[src/rtl/xsc_pkg.sv]
package xsc_pkg;

  typedef enum logic [1:0] {
    ST_STOPPED = 2'd0,
    ST_ACTIVE  = 2'd1,
    ST_CLEAR   = 2'd2,   // command code only, never committed
    ST_HELD    = 2'd3
  } run_state_e;

  typedef enum logic [1:0] {
    RA_STATE   = 2'd0,
    RA_SOFTRST = 2'd1,
    RA_ERR     = 2'd2,
    RA_ERREN   = 2'd3
  } reg_addr_e;

  localparam int unsigned ADDR_W   = 2;
  localparam int unsigned VALID_POS = 2;

endpackage

[src/rtl/xsc_settle_timer.sv]
module xsc_settle_timer #(
  parameter int unsigned SETTLE_CYC = 4
) (
  input  logic clk,
  input  logic rst_n,
  input  logic start_i,
  output logic busy_o,
  output logic done_o
);
  localparam int unsigned CNT_W = (SETTLE_CYC < 2) ? 1 : $clog2(SETTLE_CYC);
  localparam logic [CNT_W-1:0] LOAD_VAL = CNT_W'(SETTLE_CYC - 1);

  logic [CNT_W-1:0] cnt_q, cnt_d;
  logic             busy_q, busy_d;
  logic             upd_en;

  always_comb begin
    cnt_d  = cnt_q;
    busy_d = busy_q;
    done_o = 1'b0;
    if (start_i) begin
      cnt_d  = LOAD_VAL;
      busy_d = 1'b1;
    end else if (busy_q) begin
      if (cnt_q == '0) begin
        busy_d = 1'b0;
        done_o = 1'b1;
      end else begin
        cnt_d = cnt_q - 1'b1;
      end
    end
  end

  assign upd_en = start_i | busy_q;

  always_ff @(posedge clk or negedge rst_n) begin
    if (!rst_n) begin
      cnt_q  <= '0;
      busy_q <= 1'b0;
    end else if (upd_en) begin
      cnt_q  <= cnt_d;
      busy_q <= busy_d;
    end
  end

  assign busy_o = busy_q;

endmodule

[src/rtl/xsc_state_fsm.sv]
module xsc_state_fsm
  import xsc_pkg::*;
(
  input  logic       clk,
  input  logic       rst_n,
  input  logic       wr_state_i,
  input  logic [1:0] wr_code_i,
  input  logic       soft_rst_i,
  input  logic       busy_i,
  input  logic       done_i,
  output logic       start_o,
  output run_state_e state_o
);
  run_state_e state_q, state_d;
  run_state_e target_q, target_d;
  logic       armed_q, armed_d;
  logic       accept;
  logic       upd_en;
  run_state_e code;

  assign code   = run_state_e'(wr_code_i);
  assign accept = wr_state_i & ~busy_i;

  always_comb begin
    state_d  = state_q;
    target_d = target_q;
    armed_d  = armed_q;
    start_o  = 1'b0;
    if (soft_rst_i) begin
      state_d  = ST_STOPPED;
      target_d = ST_STOPPED;
      armed_d  = 1'b0;
      start_o  = 1'b1;
    end else if (accept) begin
      if (code == ST_CLEAR) begin
        if (state_q == ST_HELD) begin
          if (armed_q) begin
            target_d = ST_STOPPED;
            armed_d  = 1'b0;
            start_o  = 1'b1;
          end else begin
            armed_d = 1'b1;
          end
        end
      end else begin
        target_d = code;
        armed_d  = 1'b0;
        start_o  = 1'b1;
      end
    end else if (done_i) begin
      state_d = target_q;
    end
  end

  assign upd_en = soft_rst_i | accept | done_i;

  always_ff @(posedge clk or negedge rst_n) begin
    if (!rst_n) begin
      state_q  <= ST_STOPPED;
      target_q <= ST_STOPPED;
      armed_q  <= 1'b0;
    end else if (upd_en) begin
      state_q  <= state_d;
      target_q <= target_d;
      armed_q  <= armed_d;
    end
  end

  assign state_o = state_q;

endmodule

[src/rtl/xsc_err_bank.sv]
module xsc_err_bank #(
  parameter int unsigned NUM_ERR = 4
) (
  input  logic               clk,
  input  logic               rst_n,
  input  logic               clr_all_i,
  input  logic [NUM_ERR-1:0] event_i,
  input  logic               w1c_en_i,
  input  logic [NUM_ERR-1:0] w1c_mask_i,
  input  logic               en_wr_i,
  input  logic [NUM_ERR-1:0] en_data_i,
  output logic [NUM_ERR-1:0] flags_o,
  output logic               irq_o
);
  logic [NUM_ERR-1:0] flag_q;
  logic [NUM_ERR-1:0] en_q, en_d;
  logic               en_upd;

  for (genvar i = 0; i < NUM_ERR; i++) begin : g_flag
    logic flag_d;
    logic flag_upd;
    always_comb begin
      flag_d = flag_q[i];
      if (clr_all_i)                       flag_d = 1'b0;
      else if (event_i[i])                 flag_d = 1'b1;
      else if (w1c_en_i && w1c_mask_i[i])  flag_d = 1'b0;
    end
    assign flag_upd = clr_all_i | event_i[i] | w1c_en_i;
    always_ff @(posedge clk or negedge rst_n) begin
      if (!rst_n)        flag_q[i] <= 1'b0;
      else if (flag_upd) flag_q[i] <= flag_d;
    end
  end

  always_comb begin
    en_d = en_q;
    if (clr_all_i)    en_d = '0;
    else if (en_wr_i) en_d = en_data_i;
  end

  assign en_upd = clr_all_i | en_wr_i;

  always_ff @(posedge clk or negedge rst_n) begin
    if (!rst_n)      en_q <= '0;
    else if (en_upd) en_q <= en_d;
  end

  assign flags_o = flag_q;
  assign irq_o   = |(flag_q & en_q);

endmodule

[src/rtl/xfer_state_ctrl.sv]
module xfer_state_ctrl
  import xsc_pkg::*;
#(
  parameter int unsigned DATA_W     = 16,
  parameter int unsigned NUM_ERR    = 4,
  parameter int unsigned ERR_LSB    = 2,
  parameter int unsigned SETTLE_CYC = 4
) (
  input  logic               clk,
  input  logic               rst_n,
  input  logic               wr_en_i,
  input  logic [1:0]         wr_addr_i,
  input  logic [DATA_W-1:0]  wr_data_i,
  input  logic [NUM_ERR-1:0] err_event_i,
  output logic [DATA_W-1:0]  state_word_o,
  output logic [DATA_W-1:0]  err_flags_o,
  output logic               irq_o,
  output logic               shift_en_o
);
  logic               wr_state, soft_rst, wr_err, wr_en_reg;
  logic               start, busy, done;
  run_state_e         cur_state;
  logic [NUM_ERR-1:0] flags;
  logic               unused_wdata;

  assign wr_state  = wr_en_i && (wr_addr_i == RA_STATE);
  assign soft_rst  = wr_en_i && (wr_addr_i == RA_SOFTRST) && wr_data_i[0];
  assign wr_err    = wr_en_i && (wr_addr_i == RA_ERR);
  assign wr_en_reg = wr_en_i && (wr_addr_i == RA_ERREN);
  assign unused_wdata = ^wr_data_i;

  xsc_settle_timer #(.SETTLE_CYC(SETTLE_CYC)) u_timer (
    .clk    (clk),
    .rst_n  (rst_n),
    .start_i(start),
    .busy_o (busy),
    .done_o (done)
  );

  xsc_state_fsm u_fsm (
    .clk       (clk),
    .rst_n     (rst_n),
    .wr_state_i(wr_state),
    .wr_code_i (wr_data_i[1:0]),
    .soft_rst_i(soft_rst),
    .busy_i    (busy),
    .done_i    (done),
    .start_o   (start),
    .state_o   (cur_state)
  );

  xsc_err_bank #(.NUM_ERR(NUM_ERR)) u_err (
    .clk       (clk),
    .rst_n     (rst_n),
    .clr_all_i (soft_rst),
    .event_i   (err_event_i),
    .w1c_en_i  (wr_err),
    .w1c_mask_i(wr_data_i[ERR_LSB +: NUM_ERR]),
    .en_wr_i   (wr_en_reg),
    .en_data_i (wr_data_i[ERR_LSB +: NUM_ERR]),
    .flags_o   (flags),
    .irq_o     (irq_o)
  );

  always_comb begin
    state_word_o            = '0;
    state_word_o[1:0]       = cur_state;
    state_word_o[VALID_POS] = ~busy;
    err_flags_o             = '0;
    err_flags_o[ERR_LSB +: NUM_ERR] = flags;
  end

  assign shift_en_o = ~busy && (cur_state == ST_ACTIVE);

endmodule

[config.mk]
export PLATFORM = sky130hd
export DESIGN_NAME = xfer_state_ctrl
export DESIGN_NICKNAME = d
export VERILOG_FILES = /design/src/rtl/xsc_pkg.sv /design/src/rtl/xsc_settle_timer.sv /design/src/rtl/xsc_state_fsm.sv /design/src/rtl/xsc_err_bank.sv /design/src/rtl/xfer_state_ctrl.sv
export SDC_FILE = /design/constraint.sdc
export NUM_CORES = 1
export LEC_CHECK = 0
export ABC_CLOCK_PERIOD_IN_PS = 1900
export BUFFER_PORTS_ARGS = -buffer_cell sky130_fd_sc_hd__clkbuf_2
export CAP_MARGIN = 15
export CORE_MARGIN = 2
export CORE_UTILIZATION = 42
export CTS_CLUSTER_DIAMETER = 40
export CTS_CLUSTER_SIZE = 40
export DETAILED_ROUTE_END_ITERATION = 10
export GPL_TIMING_DRIVEN = 0
export PLACE_DENSITY = 0.78
export SLEW_MARGIN = 25
export SYNTH_ARGS = -nofsm -noshare
export SYNTH_HDL_FRONTEND = slang
export SYNTH_SLANG_ARGS = --single-unit
[constraint.sdc]
create_clock -name clk -period 1.9 [get_ports clk]
set_input_delay 0.19 -clock clk [delete_from_list [all_inputs] [get_ports clk]]
set_output_delay 0.19 -clock clk [all_outputs]
set_load 0.005 [all_outputs]
==> metrics, run 1 <==
status=finished, final reports clean; Sink Count=16; Post-Syn Area=965 um^2; pre-CTS setup slack=around 0.28 ns; reg2reg start=u_timer.busy_o; initial antenna violation count=0; vias=a little over 800; area grow syn2layout=29.7%; Leakage Power=between 0.6 and 0.7 nW; CP Class=register to register; I/O pins=59; class of the worst hold path=input port to register; Max Clk Rate=just over 600 MHz; Worst Path Buf+Inv=0; Post-synth top cells=buf_4, dfrtp_1, nand2_1; port bufs=23; Gate Count Post-Synth=roughly 100; overall die area=2700 um^2; Synth Warn #=0; remaining global-route overflow=0; crit share post-route=0.861; syn_area_per_cell=approximately 9.6 um^2; top cells by area, synth=dfrtp_1, buf_4, nand2_1; DR iter-0 viols=14; CTS buffer count=3; RSZ-0062 raised after global routing=false; DRT Pass-1 Iters=4; TritonCTS clock tree=yes; count leader, synth=buf_4; synthesis-stage register bit count=16; DRC=0; Die W=about 52 um; GR Util All Layers=0.166; Longest Clk Path Bufs=2; core area=between 2000 and 2500 um^2; Rows=17; first-pass GRT wire length=around 3300 um; Startpoint Class=register; filler instances=about 200; cell taking the most area after synthesis=dfrtp_1; worst-path cell chain=or4b_4 -> a211oi_4 -> mux2i_1; hold_sp=err_event_i[1]; Placed Area=between 1000 and 1500 um^2; Final ANT Viol Nets=0; Sum Neg Setup Slack=0 ns; Post-Layout Cell Count=around 180; CP endpoint kind=register; HPWL after DPL=1590 um; routed len/inst=between 10 and 15 um; register area share after synthesis=0.415; Max H-tree Level=1; final core occ=0.571; CP delay by family, top=simple AND/OR/NAND/NOR gates; dpl cells=around 180; via-per-instance ratio=4.50; Critical path origin=u_timer.busy_o; setup ws final=about 0.26 ns; number of global-route vias before repair=approximately 800; Worst Clk Skew=about 0.0019 ns; P per Cell Area=864 nW/um^2; largest net degree at the start of global routing=17; NumNets Final=180; WL final=between 1500 and 2000 um; Die Y=51.9 um; Top FF cell, synth=dfrtp_1; clock transition at the registers of the reported paths=about 0.09 ns; Final Max Tran Viols=0; Crit Path Max Fanout=7; Post-synth EDFFs=0; Diodes inserted=0; Synth top area share=0.415; Clock Latency Late Sink=0.29 ns; CP max stage cell=or4b_4; Hold Vio Cnt, Final=0; Root Driver=clkbuf_4; Synth cell types=26; peak supply drop=slightly below 700 uV; RD Place Congestion=0.753; post-CTS setup buffer count=0; share of layout cells above drive strength 1=0.373; Hold Worst Slack=~0.11 ns; max incr delay on CP=about 0.60 ns; design area=roughly 1300 um^2; total chip power=roughly 1.1 mW; Initial Utilization=0.440; # setup viols final=0; Req. time, crit path=approximately 2.1 ns; Async S/R FF share, synth=1.00; number of max-cap violations=0; WP data arrival=1.85 ns; minimum clock period=1.64 ns
## layer usage
metal	wire length (um)	track usage	part of all wire	vias up
li1	-	-	-	399
met5	0	0	0	-
met1	736	0.176	0.37	387
met3	66	0.0201	0.034	7
met4	63	0.123	0.032	0
met2	1100	0.295	0.56	21
## sequential cells by signal, summed over array words and instances, names as in the netlist
signal          count
u_timer.busy_o      1
u_fsm.target_q      2
u_timer.cnt_q       2
u_fsm.state_o       2
u_fsm.armed_q       1
u_err.flags_o       4
u_err.en_q          4
## power breakdown
group | switching [mW] | internal (mW) | leakage, nW
combinational | 0.172 | 0.189 | 0.468
sequential | 0.0723 | 0.420 | 0.189
clock | 0.110 | 0.117 | 0.0210
total | 0.355 | 0.726 | 0.678
## cells by family after synthesis
family / count (synthesis) / synth area share
multiplexers: 3 / 0.0311
flip-flops: 16 / 0.415
buffers and inverters: 29 / 0.211
XOR/XNOR: 1 / 0.00908
adder cells (fa/ha/maj): 1 / 0.0130
AND/OR/NAND/NOR: 32 / 0.179
AO/OA/AOI/OAI: 18 / 0.137
other: 1 / 0.00389
## cells in the final DEF, fill, tap and decap left out, types with 4 or more instances in the layout
cell / instances
a21oi_1: 8
a22o_1: 4
buf_4: 25
clkbuf_2: 23
conb_1: 25
dfrtp_1: 16
nand2_1: 12
nand3_1: 4
nor2_1: 5
## path summary, 6_finish.rpt
kind                                           to  cells after the start  slack (ns)
worst min-delay path             u_err.flags_o[1]                      3        0.11
worst min register to register      u_err.en_q[2]                      1        0.52
max in group asynchronous       u_fsm.target_q[1]                      2        1.26
min in group asynchronous           u_err.en_q[2]                      2        0.37
worst max-delay path            u_fsm.target_q[1]                      3        0.26
worst max register to register  u_fsm.target_q[1]                      3        0.26
## worst min-delay path, cell delays in order
cell	delay, ns
clkbuf_2	0.07
a21oi_1	0.03
nor2_1	0.07
## repair_timing
action                                 4_1_cts  5_1_grt
endpoints found under the hold margin       16        0
resized for setup                            0        0
hold buffers                                 1        0
## final cells by class
type | instances | area [um^2] | share of cell area
clock buffers | 4 | 36.3 | 0.0290
inverters | 3 | 11.3 | 0.00900
flip-flops and latches | 16 | 400 | 0.320
plain buffers | 26 | 193 | 0.154
multi-input cells | 80 | 450 | 0.360
repair buffers | 24 | 125 | 0.100
well taps | 28 | 35.0 | 0.0280
No activity file was read; power rests on OpenSTA's default activity.
==> run 2, diff against run 1 <==
--- a/config.mk
+++ b/config.mk
@@ -8,6 +8,7 @@
 export ABC_CLOCK_PERIOD_IN_PS = 1900
 export BUFFER_PORTS_ARGS = -buffer_cell sky130_fd_sc_hd__clkbuf_2
 export CAP_MARGIN = 15
+export CORE_ASPECT_RATIO = 1.2
 export CORE_MARGIN = 2
 export CORE_UTILIZATION = 42
 export CTS_CLUSTER_DIAMETER = 40
==> metrics, run 2 (same netlist as run 1, synthesis figures left out) <==
status=finished, final reports clean; Diodes inserted=0; Die W=between 40 and 50 um; CP Class=register to register; sequential share of power=0.454; area grow syn2layout=30.1%; WP data arrival=about 1.9 ns; # setup viols final=0; Internal Power=between 0.7 and 0.8 mW; Startpoint Class=register; routed len/inst=10.1 um; Rows=19; P per Cell Area=around 860 nW/um^2; Placed Area=around 1200 um^2; Die Y=~57 um; core area=2230 um^2; class of the worst hold path=input port to register; Sum Neg Setup Slack=0 ns; peak supply drop=between 400 and 500 uV; design area=around 1300 um^2; vias=~790; share of layout cells above drive strength 1=0.373; remaining global-route overflow=0; clock transition at the registers of the reported paths=around 0.1 ns; total chip power=about 1.1 mW; sw power=between 0.3 and 0.4 mW; Initial Utilization=0.432; port bufs=23; number of max-cap violations=0; minimum clock period=roughly 1.6 ns; crit share post-route=0.863; Req. time, crit path=around 2.1 ns; number of global-route vias before repair=736; GR Util All Layers=0.159; first-pass GRT wire length=between 3000 and 4000 um; initial antenna violation count=0; Leakage Power=0.678 nW; Comb power frac=0.330; Clock Latency Late Sink=around 0.3 ns; CP endpoint kind=register; Max Clk Rate=610 MHz; Crit Path Max Fanout=7; Sink Count=16; largest net degree at the start of global routing=17; overall die area=~2700 um^2; I/O pins=between 50 and 60; Final ANT Viol Nets=0; Final Max Tran Viols=0; final core occ=0.562; Hold Vio Cnt, Final=0; Worst Clk Skew=slightly below 0.003 ns; Root Driver=clkbuf_4; via-per-instance ratio=about 4.3; commonest cells after routing, fill and taps aside=buf_4, conb_1, clkbuf_2; TritonCTS clock tree=yes; HPWL after DPL=1480 um; DRC=0; post-CTS setup buffer count=0; Max H-tree Level=1; CTS resizes=0; DRT Pass-1 Iters=4; WL final=~1900 um; NumNets Final=180; DR iter-0 viols=8; RD Place Congestion=0.783; RSZ-0062 raised after global routing=false; switching share of total power=0.331; CTS buffer count=3; Longest Clk Path Bufs=2; Clock power frac=0.216
[run 2: cell counts in the layout (fill, tap and decap cells not counted)]
No cell type changed its count.
[run 2: area by class of cell]
cell class,count,area (um^2)
clock buffers,4,36.3
inverters,3,11.3
plain buffers,26,193
multi-input cells,80,450
repair buffers,24,125
well taps,31,38.8
fillers,218,980
flip-flops and latches,16,400
[run 2: final timing paths]
kind | cells after the start | endpoint | slack, ns | startpoint
max | 3 | u_fsm.target_q[1] | 0.26 | u_timer.busy_o
min | 3 | u_err.flags_o[2] | 0.1 | err_event_i[2]
max reg2reg | 3 | u_fsm.target_q[1] | 0.26 | u_timer.busy_o
min reg2reg | 1 | u_err.en_q[3] | 0.51 | u_err.en_q[3]
max in group asynchronous | 2 | u_err.flags_o[0] | 1.27 | rst_n
min in group asynchronous | 2 | u_timer.busy_o | 0.34 | rst_n
[run 2: power groups by stage]
stage	clock (mW)	combinational [mW]	sequential [mW]
after global placement	0	0.339	0.495
after CTS	0.235	0.360	0.493
after detailed placement	0	0.355	0.499
after floorplan	0	0.245	0.485
final	0.234	0.357	0.492
after global routing	0.251	0.407	0.505
[run 2: what timing repair did]
action | in CTS | in global routing
hold buffers | 1 | 0
endpoints found under the hold margin | 16 | 0
endpoints found under the setup margin | 0 | 0
[run 2: per-layer routing]
| layer | vias up | global-route usage | wire (um) |
|---|---|---|---|
| met4 | 0 | 0.0927 | 53 |
| met1 | 366 | 0.190 | 744 |
| li1 | 396 | - | - |
| met2 | 26 | 0.255 | 956 |
| met5 | - | 0 | 0 |
| met3 | 5 | 0.0257 | 104 |
[run 2: worst max-delay path, stage by stage, from the launching register on]
cell      delay, ns
dfrtp_1        0.45
or4b_4         0.60
a211oi_4       0.30
mux2i_1        0.22
[run 2: per-stage QoR]
step | std cells | hold WS (ns) | setup slack (ns)
after floorplan | 125 | -0.106 | 0.378
after global placement | 179 | 0.126 | 0.302
after detailed placement | 179 | 0.136 | 0.279
after CTS | 184 | 0.106 | 0.258
after global routing | 184 | 0.121 | 0.186
final | 184 | 0.100 | 0.260
